[src/rtl/rtg_pkg.sv]
package rtg_pkg;
  localparam int unsigned ADDR_W = 4;
  localparam int unsigned NTIM   = 8;

  typedef enum logic [ADDR_W-1:0] {
    A_HFP = 4'd0, A_HSW = 4'd1, A_HBP = 4'd2, A_HACT = 4'd3,
    A_VFP = 4'd4, A_VSW = 4'd5, A_VBP = 4'd6, A_VACT = 4'd7,
    A_CTRL = 4'd8, A_RESTART = 4'd9, A_ISTAT = 4'd10, A_IMASK = 4'd11
  } reg_addr_e;

  typedef struct packed {
    logic clk_inv;
    logic pix_inv;
    logic de_inv;
    logic de_en;
    logic v_inv;
    logic v_en;
    logic h_inv;
    logic h_en;
  } ctrl_t;
endpackage

[src/rtl/rtg_regs.sv]
module rtg_regs import rtg_pkg::*; #(
  parameter int unsigned CNT_W  = 12,
  parameter int unsigned H_FP   = 15,
  parameter int unsigned H_SW   = 95,
  parameter int unsigned H_BP   = 47,
  parameter int unsigned H_ACT  = 639,
  parameter int unsigned V_FP   = 9,
  parameter int unsigned V_SW   = 1,
  parameter int unsigned V_BP   = 32,
  parameter int unsigned V_ACT  = 479
) (
  input  logic                       clk_i,
  input  logic                       rst_ni,
  input  logic                       wr_en_i,
  input  logic [ADDR_W-1:0]          wr_addr_i,
  input  logic [CNT_W-1:0]           wr_data_i,
  input  logic                       frame_end_i,
  output logic [NTIM-1:0][CNT_W-1:0] tim_o,
  output ctrl_t                      ctrl_o,
  output logic                       mask_o,
  output logic                       restart_o,
  output logic                       clr_o
);
  localparam logic [NTIM-1:0][CNT_W-1:0] DEF = {
    CNT_W'(V_ACT), CNT_W'(V_BP), CNT_W'(V_SW), CNT_W'(V_FP),
    CNT_W'(H_ACT), CNT_W'(H_BP), CNT_W'(H_SW), CNT_W'(H_FP)
  };

  logic [NTIM-1:0][CNT_W-1:0] live_q, shad_q;

  assign restart_o = wr_en_i && (wr_addr_i == A_RESTART);
  assign clr_o     = wr_en_i && (wr_addr_i == A_ISTAT) && wr_data_i[0];

  for (genvar i = 0; i < NTIM; i++) begin : g_live
    always_ff @(posedge clk_i or negedge rst_ni) begin
      if (!rst_ni)                                         live_q[i] <= DEF[i];
      else if (wr_en_i && (wr_addr_i == ADDR_W'(i)))       live_q[i] <= wr_data_i;
    end
  end

  // staged copy used by the counters; updated only at frame boundaries
  always_ff @(posedge clk_i or negedge rst_ni) begin
    if (!rst_ni)                         shad_q <= DEF;
    else if (frame_end_i || restart_o)   shad_q <= live_q;
  end

  always_ff @(posedge clk_i or negedge rst_ni) begin
    if (!rst_ni) begin
      ctrl_o <= '0;
      mask_o <= 1'b1;
    end else if (wr_en_i) begin
      if (wr_addr_i == A_CTRL)  ctrl_o <= ctrl_t'(wr_data_i[7:0]);
      if (wr_addr_i == A_IMASK) mask_o <= wr_data_i[0];
    end
  end

  assign tim_o = shad_q;
endmodule

[src/rtl/rtg_axis.sv]
module rtg_axis #(
  parameter int unsigned CNT_W = 12,
  localparam int unsigned PW   = CNT_W + 2
) (
  input  logic             clk_i,
  input  logic             rst_ni,
  input  logic             restart_i,
  input  logic             step_i,
  input  logic [CNT_W-1:0] act_i,
  input  logic [CNT_W-1:0] fp_i,
  input  logic [CNT_W-1:0] sw_i,
  input  logic [CNT_W-1:0] bp_i,
  output logic [PW-1:0]    cnt_o,
  output logic             last_o,
  output logic             active_o,
  output logic             sync_o,
  output logic             sync_start_o
);
  logic [PW-1:0] e_act, e_fp, e_sw, e_tot;
  logic [PW-1:0] cnt_q;

  // region end positions (exclusive), each field stored as length-1
  assign e_act = {2'b00, act_i} + PW'(1);
  assign e_fp  = e_act + {2'b00, fp_i} + PW'(1);
  assign e_sw  = e_fp  + {2'b00, sw_i} + PW'(1);
  assign e_tot = e_sw  + {2'b00, bp_i} + PW'(1);

  assign last_o       = (cnt_q == e_tot - PW'(1));
  assign active_o     = (cnt_q < e_act);
  assign sync_o       = (cnt_q >= e_fp) && (cnt_q < e_sw);
  assign sync_start_o = (cnt_q == e_fp);
  assign cnt_o        = cnt_q;

  always_ff @(posedge clk_i or negedge rst_ni) begin
    if (!rst_ni)         cnt_q <= '0;
    else if (restart_i)  cnt_q <= '0;
    else if (step_i)     cnt_q <= last_o ? '0 : cnt_q + PW'(1);
  end
endmodule

[src/rtl/rtg_drive.sv]
module rtg_drive import rtg_pkg::*; (
  input  logic  clk_i,
  input  logic  rst_ni,
  input  ctrl_t ctrl_i,
  input  logic  h_raw_i,
  input  logic  v_raw_i,
  input  logic  de_raw_i,
  input  logic  set_i,
  input  logic  clr_i,
  input  logic  mask_i,
  output logic  hsync_o,
  output logic  vsync_o,
  output logic  de_o,
  output logic  pix_inv_o,
  output logic  clk_inv_o,
  output logic  stat_o,
  output logic  irq_o
);
  localparam int unsigned NSIG = 3;

  logic [NSIG-1:0] raw, en, inv, drv;

  assign raw = {de_raw_i, v_raw_i, h_raw_i};
  assign en  = {ctrl_i.de_en,  ctrl_i.v_en,  ctrl_i.h_en};
  assign inv = {ctrl_i.de_inv, ctrl_i.v_inv, ctrl_i.h_inv};

  // disabled strobe parks at its inactive level under the chosen polarity
  for (genvar i = 0; i < NSIG; i++) begin : g_pol
    assign drv[i] = en[i] ? (raw[i] ^ inv[i]) : inv[i];
  end

  assign hsync_o   = drv[0];
  assign vsync_o   = drv[1];
  assign de_o      = drv[2];
  assign pix_inv_o = ctrl_i.pix_inv;
  assign clk_inv_o = ctrl_i.clk_inv;

  logic stat_q;
  always_ff @(posedge clk_i or negedge rst_ni) begin
    if (!rst_ni)     stat_q <= 1'b0;
    else if (set_i)  stat_q <= 1'b1;
    else if (clr_i)  stat_q <= 1'b0;
  end

  assign stat_o = stat_q;
  assign irq_o  = stat_q & ~mask_i;
endmodule

[src/rtl/raster_timing_gen.sv]
module raster_timing_gen import rtg_pkg::*; #(
  parameter int unsigned CNT_W  = 12,
  parameter int unsigned H_FP   = 15,
  parameter int unsigned H_SW   = 95,
  parameter int unsigned H_BP   = 47,
  parameter int unsigned H_ACT  = 639,
  parameter int unsigned V_FP   = 9,
  parameter int unsigned V_SW   = 1,
  parameter int unsigned V_BP   = 32,
  parameter int unsigned V_ACT  = 479,
  localparam int unsigned PW    = CNT_W + 2
) (
  input  logic              clk_i,
  input  logic              rst_ni,
  input  logic              wr_en_i,
  input  logic [ADDR_W-1:0] wr_addr_i,
  input  logic [CNT_W-1:0]  wr_data_i,
  output logic              hsync_o,
  output logic              vsync_o,
  output logic              de_o,
  output logic              pix_inv_o,
  output logic              clk_inv_o,
  output logic [PW-1:0]     x_o,
  output logic [PW-1:0]     y_o,
  output logic              irq_o
);
  logic [NTIM-1:0][CNT_W-1:0] tim;
  ctrl_t ctrl;
  logic  irq_mask, restart, st_clr, irq_stat, vs_set, frame_end;
  logic  h_last, h_act, h_sync, h_start;
  logic  v_last, v_act, v_sync, v_start;

  assign frame_end = h_last && v_last;
  assign vs_set    = v_start && (x_o == '0);

  rtg_regs #(
    .CNT_W(CNT_W), .H_FP(H_FP), .H_SW(H_SW), .H_BP(H_BP), .H_ACT(H_ACT),
    .V_FP(V_FP), .V_SW(V_SW), .V_BP(V_BP), .V_ACT(V_ACT)
  ) u_regs (
    .clk_i(clk_i), .rst_ni(rst_ni), .wr_en_i(wr_en_i), .wr_addr_i(wr_addr_i),
    .wr_data_i(wr_data_i), .frame_end_i(frame_end), .tim_o(tim), .ctrl_o(ctrl),
    .mask_o(irq_mask), .restart_o(restart), .clr_o(st_clr)
  );

  rtg_axis #(.CNT_W(CNT_W)) u_hcnt (
    .clk_i(clk_i), .rst_ni(rst_ni), .restart_i(restart), .step_i(1'b1),
    .act_i(tim[A_HACT]), .fp_i(tim[A_HFP]), .sw_i(tim[A_HSW]), .bp_i(tim[A_HBP]),
    .cnt_o(x_o), .last_o(h_last), .active_o(h_act), .sync_o(h_sync),
    .sync_start_o(h_start)
  );

  rtg_axis #(.CNT_W(CNT_W)) u_vcnt (
    .clk_i(clk_i), .rst_ni(rst_ni), .restart_i(restart), .step_i(h_last),
    .act_i(tim[A_VACT]), .fp_i(tim[A_VFP]), .sw_i(tim[A_VSW]), .bp_i(tim[A_VBP]),
    .cnt_o(y_o), .last_o(v_last), .active_o(v_act), .sync_o(v_sync),
    .sync_start_o(v_start)
  );

  rtg_drive u_drive (
    .clk_i(clk_i), .rst_ni(rst_ni), .ctrl_i(ctrl),
    .h_raw_i(h_sync), .v_raw_i(v_sync), .de_raw_i(h_act && v_act),
    .set_i(vs_set), .clr_i(st_clr), .mask_i(irq_mask),
    .hsync_o(hsync_o), .vsync_o(vsync_o), .de_o(de_o),
    .pix_inv_o(pix_inv_o), .clk_inv_o(clk_inv_o), .stat_o(irq_stat), .irq_o(irq_o)
  );

  logic unused_start;
  assign unused_start = h_start;
endmodule

[config.mk]
export PLATFORM = sky130hd
export DESIGN_NAME = raster_timing_gen
export DESIGN_NICKNAME = d
export VERILOG_FILES = /design/src/rtl/rtg_pkg.sv /design/src/rtl/rtg_regs.sv /design/src/rtl/rtg_axis.sv /design/src/rtl/rtg_drive.sv /design/src/rtl/raster_timing_gen.sv
export SDC_FILE = /design/constraint.sdc
export NUM_CORES = 1
export LEC_CHECK = 0
export BUFFER_PORTS_ARGS = -buffer_cell sky130_fd_sc_hd__buf_4
export CORE_ASPECT_RATIO = 1.1
export CORE_MARGIN = 2
export CORE_UTILIZATION = 60
export DETAILED_ROUTE_END_ITERATION = 7
export MAX_ROUTING_LAYER = met4
export PLACE_DENSITY_LB_ADDON = 0.15
export SYNTH_ARGS = -nofsm -noshare
export SYNTH_HDL_FRONTEND = slang
export SYNTH_HIERARCHICAL = 1
export SYNTH_SLANG_ARGS = --single-unit
[constraint.sdc]
create_clock -name clk_i -period 7.4 [get_ports clk_i]
set_clock_uncertainty 0.15 [all_clocks]
set_input_delay 0.37 -clock clk_i [delete_from_list [all_inputs] [get_ports clk_i]]
set_output_delay 0.37 -clock clk_i [all_outputs]
set_load 0.05 [all_outputs]
Word-level counts from Yosys, hierarchy flattened --
Cells that the tools add are included.
Storage, ports and cells: flip-flop bits (word level) 230, latch bits 0, memory bits (writable) 0, memory bits (read-only) 0, word-level logic and storage cells 104, memories kept 0
Operators by class: add/sub/neg operators 18, multiply operators 0, div/mod/pow operators 0, $lt $le $gt $ge 6, equal/unequal tests 14, shift operators 0, muxes and demuxes 10, bitwise logic cells 5, reduce and logical (&&, ||, !) cells 23
Operators by type and width (number):
- $add A14 B1 Y14 const B | 8
- $add A14 B12 Y14 | 6
- $mux W14 | 5
- $lt A14 B14 Y1 | 4
- $eq A14 B14 Y1 | 3
- $ge A14 B14 Y1 | 2
- $sub A14 B1 Y14 const B | 2
- $add A12 B1 Y13 const B | 2
- $eq A4 B3 Y1 const B | 4
- $eq A4 B4 Y1 const B | 4
- $logic_and A1 B1 Y1 | 16
- $logic_not A14 Y1 | 1
- $eq A4 B2 Y1 const B | 2
- $mux W1 | 5
- $eq A4 B1 Y1 const B | 1
- $logic_not A4 Y1 | 1
- $reduce_and A2 Y1 | 2
- $reduce_bool A2 Y1 | 2
- $xor A1 B1 Y1 | 3
- $and A1 B1 Y1 | 1
- $logic_or A1 B1 Y1 | 1
- $not A1 Y1 | 1

Logic depth before layout (Yosys ltp) --
depth after elaboration 12, depth in mapped cells 31, mapped depth without buffers 29

Cells and area by module --
Netlist, hierarchy kept.
By module, submodules not included:
- rtg_regs | times used 1, cells an instance 443, area each 7816.2 um^2, sequential area each 5118.7 um^2
- rtg_axis at u_vcnt | times used 1, cells an instance 486, area each 3839.9 um^2, sequential area each 350.3 um^2
- rtg_axis at u_hcnt | times used 1, cells an instance 475, area each 3781.1 um^2, sequential area each 350.3 um^2
- rtg_drive | times used 1, cells an instance 12, area each 95.1 um^2, sequential area each 25.0 um^2
- raster_timing_gen | times used 1, cells an instance 8, area each 51.3 um^2, sequential area each 0.0 um^2

Worst setup path after synthesis --
No wires, ideal clock.
path kind register to register, start register u_regs.shad_q (netlist bit u_regs/tim_o[84]), end register u_regs.shad_q (netlist bit u_regs/tim_o[10]), arrival 6.313 ns, required time 7.125 ns, setup slack 0.812 ns, cell stages (with the launch flop) 27, path buffers 2, cell sequence dfstp_2 -> ha_1 -> nand3_1 -> xnor2_1 -> ha_1 -> a2111o_1 -> o22a_1 -> xor2_1 -> ha_1 -> a2111oi_0 -> o21ai_0 -> a31o_2 -> a21o_1 -> xor2_1 -> ha_1 -> a21oi_1 -> or2b_2 -> o31a_1 -> a22o_2 -> a32oi_2 -> xnor2_1 -> nor3_1 -> and2_1 -> a21oi_2 -> buf_6 -> buf_6 -> mux2_4
Between the ends: cells in the longest elaborated chain, start to end 11
RTL lines:
- from (decl) | line rtg_regs.sv:29 | logic [NTIM-1:0][CNT_W-1:0] live_q, shad_q;
- from (signal assigned) | line rtg_regs.sv:44 | else if (frame_end_i || restart_o) shad_q <= live_q;
- $add A12 B1 Y13 | line rtg_axis.sv:23 | assign e_act = {2'b00, act_i} + PW'(1);
- $add A14 B12 Y14 | line rtg_axis.sv:24 | assign e_fp = e_act + {2'b00, fp_i} + PW'(1);
- $add A14 B1 Y14 | line rtg_axis.sv:24
- $add A14 B12 Y14 | line rtg_axis.sv:25 | assign e_sw = e_fp + {2'b00, sw_i} + PW'(1);
- $add A14 B1 Y14 | line rtg_axis.sv:25
- $add A14 B12 Y14 | line rtg_axis.sv:26 | assign e_tot = e_sw + {2'b00, bp_i} + PW'(1);
- $add A14 B1 Y14 | line rtg_axis.sv:26
- $sub A14 B1 Y14 | line rtg_axis.sv:28 | assign last_o = (cnt_q == e_tot - PW'(1));
- $eq A14 B14 Y1 | line rtg_axis.sv:28
- net v_last | line raster_timing_gen.sv:31 | logic v_last, v_act, v_sync, v_start;
- $logic_and A1 B1 Y1 | line raster_timing_gen.sv:33 | assign frame_end = h_last && v_last;
- net frame_end | line raster_timing_gen.sv:29 | logic irq_mask, restart, st_clr, irq_stat, vs_set, frame_end;
- $logic_or A1 B1 Y1 | line rtg_regs.sv:44
The timed path passes the listed nets, and every way through them passes these cells. A chain may end at the register's enable or synchronous reset.

Worst setup path after layout --
start register u_regs.shad_q (netlist bit u_regs/tim_o[84]), end register u_regs.shad_q (netlist bit u_regs/tim_o[61])
Same word-level chain as after synthesis.

==> run summary <==
maxcap violations -> 0
r2r endpoint -> u_regs/tim_o[61]
Die H -> 173 um
Critical Path Max Stage Delay -> 0.56 ns
Avg WL per Cell -> 19.8 um
fin crit period -> 7.04 ns
Layout Cells excl Fill -> 1,862
combinational fraction of design power -> 63.2%
Leak -> 8.45 nW
reg-to-reg slack, setup -> 0.36 ns
TritonCTS buffer count -> 25
internal power -> 4.79 mW
WHS Endpoint -> u_regs/live_q[59]
setup TNS -> 0 ns
Sink Count -> 230
CP Class -> reg -> reg
I/O pins -> 53
H-Tree Depth -> 1
initial core utilization -> 61.3%
WP data arrival -> 7.30 ns
post-detail-place hpwl -> 26,800 um
worst-margin pin slew -> 1.05 ns
# setup viols final -> 0
CP Capture Type -> register
layout cell share with drive strength beyond 1 -> 28.4%
max-slew violations -> 0
CTS tree -> yes
CTS Buffer Depth -> 3
Post-layout nets -> 1,687
DRC viols -> 0
Worst IR Drop VDD -> 0.000283 V
Hold WC Path Type -> in -> reg
yosys warns -> 6
Final ANT Viol Nets -> 0
Skew-Pair Late Insertion Delay -> 0.54 ns
CTS Root Cell -> clkbuf_16
critical path required time -> 7.67 ns
vias in the first global route -> 11,100
cell row count -> 61
largest net degree at the start of global routing -> 133
routed wire length -> 36,900 um
CP max stage cell -> dfstp_2
max_slew headroom -> 30.0%
drt first pass iters -> 5
min-delay src -> wr_data_i[11]
Worst-path clk slew -> 0.06 ns
Worst Path Buf+Inv -> 2
port bufs -> 52
FILL cells -> 1,974
status -> finished, final reports clean
Seq pwr share -> 22.4%
Core ar. -> 25,400 um2
Most common cell on crit path -> ha_1
Iter 0 DRT Violations -> 483
RSZ-0062 raised after global routing -> no
placed cell count -> 1,810
GRT overflow -> 0
R2R Path Start -> u_regs/tim_o[84]
WHS Path Cells -> 2
routed vias -> 10,800
Max Freq -> 142 MHz
CP startpoint -> u_regs/tim_o[84]
startpoint types -> register
Final Hold Vio Count -> 0
Area Overhead vs Synth -> 11.2%
switching fraction of total power -> 44.2%
multi-input logic area -> 9200 um2
gpl congestion -> 0.899
die area -> 27,300 um2
Clock power frac -> 14.4%
Tcrit/Tclk final -> 95.1%
Mean Syn Cell Area -> 10.9 um2
CP top delay family -> compound AO/OA/AOI/OAI gates
Die X -> 158 um
DR vias/cell -> 5.81
PD cells -> 496 nW/um2
GRT Total Usage -> 28.4%
initial antenna violation count -> 0
CP max FO -> 18
sw power -> 3.80 mW
first-pass GRT wire length -> 59,000 um
Gate Count Post-Synth -> 1,423
number of diodes -> 0
mapped cell area -> 15,600 um2
register area -> 5840 um2
reg2reg path depth -> 26
==> flip-flops by register name, indices dropped and copies added (netlist names) <==
signal,flops
u_drive/stat_o,1
u_regs/live_q,96
u_hcnt/cnt_o,14
u_vcnt/cnt_o,14
u_regs/mask_o,1
u_regs/ctrl_o,8
u_regs/tim_o,96
==> per-layer routing <==
metal  global-route usage (%)  wire [um]  up-vias
li1                         -          -     5224
met1                     31.9      14800     5263
met2                     50.6      19100      228
met3                     4.14       1430       94
met4                     10.7       1610        0
met5                        -          0        -
==> power groups by stage <==
| stage | Clock (mW) | Combinational, mW | Sequential (mW) |
|---|---|---|---|
| global placement | 0 | 5.14 | 1.93 |
| floorplan | 0 | 4.17 | 1.91 |
| detailed placement | 0 | 5.25 | 1.94 |
| global route | 1.32 | 6.04 | 1.97 |
| finish | 1.23 | 5.42 | 1.92 |
| CTS | 1.27 | 5.31 | 1.92 |
==> per-stage QoR <==
| step | area, um2 | total power, mW | util (%) | hold slack, ns | setup WS (ns) |
|---|---|---|---|---|---|
| floorplan | 15600 | 6.08 | - | -0.0756 | 0.812 |
| global placement | 16400 | 7.07 | 64.4 | 0.315 | 0.305 |
| detailed placement | 16400 | 7.19 | 64.4 | 0.316 | 0.191 |
| CTS | 17200 | 8.50 | 67.6 | 0.0000740 | 0.162 |
| global route | 17300 | 9.33 | 68.1 | 0.0110 | 0.0247 |
| finish | 17300 | 8.58 | 68.1 | 0.0205 | 0.363 |
==> final cells by class <==
cell class	instances	area share [%]
multi-input combinational	1062	53.1
timing repair buffer	74	3.67
clock inverter	10	0.614
tap	346	2.50
sequential	230	33.8
clock buffer	35	4.06
inverter	105	2.28
==> worst max path at each step <==
stage | to | slack [ns] | cells after the start
final | u_regs/tim_o[61] | 0.36 | 26
after global routing | u_regs/tim_o[78] | 0.02 | 31
after global placement | u_regs/tim_o[75] | 0.30 | 26
after CTS | u_regs/tim_o[74] | 0.16 | 26
after floorplan | u_regs/tim_o[10] | 0.81 | 26
after detailed placement | u_regs/tim_o[74] | 0.19 | 26
==> cell usage in the layout, fill, tap and decap left out, types with 9 or more instances in the layout <==
cell type,count
nand2b_1,19
a211oi_1,11
clkbuf_16,26
nor2b_1,16
nand2_1,62
nor2_1,74
inv_1,104
mux2_2,161
a21o_1,31
a21oi_1,70
o21ai_0,35
and3_1,14
xor2_1,58
mux2_4,41
nor3_1,14
ha_1,164
nand4_1,20
xnor2_1,63
o211ai_1,9
dfrtp_1,159
buf_4,66
o21a_1,32
nand3_1,25
dfstp_2,71
==> repair_timing <==
action | 4_1_cts | 5_1_grt
setup buffers | 0 | 4
hold endpoints to repair | 85 | 2
gates resized for setup | 0 | 12
setup endpoints to repair | 0 | 104
hold buffers | 1 | 1
No activity file was read; power rests on OpenSTA's default activity.
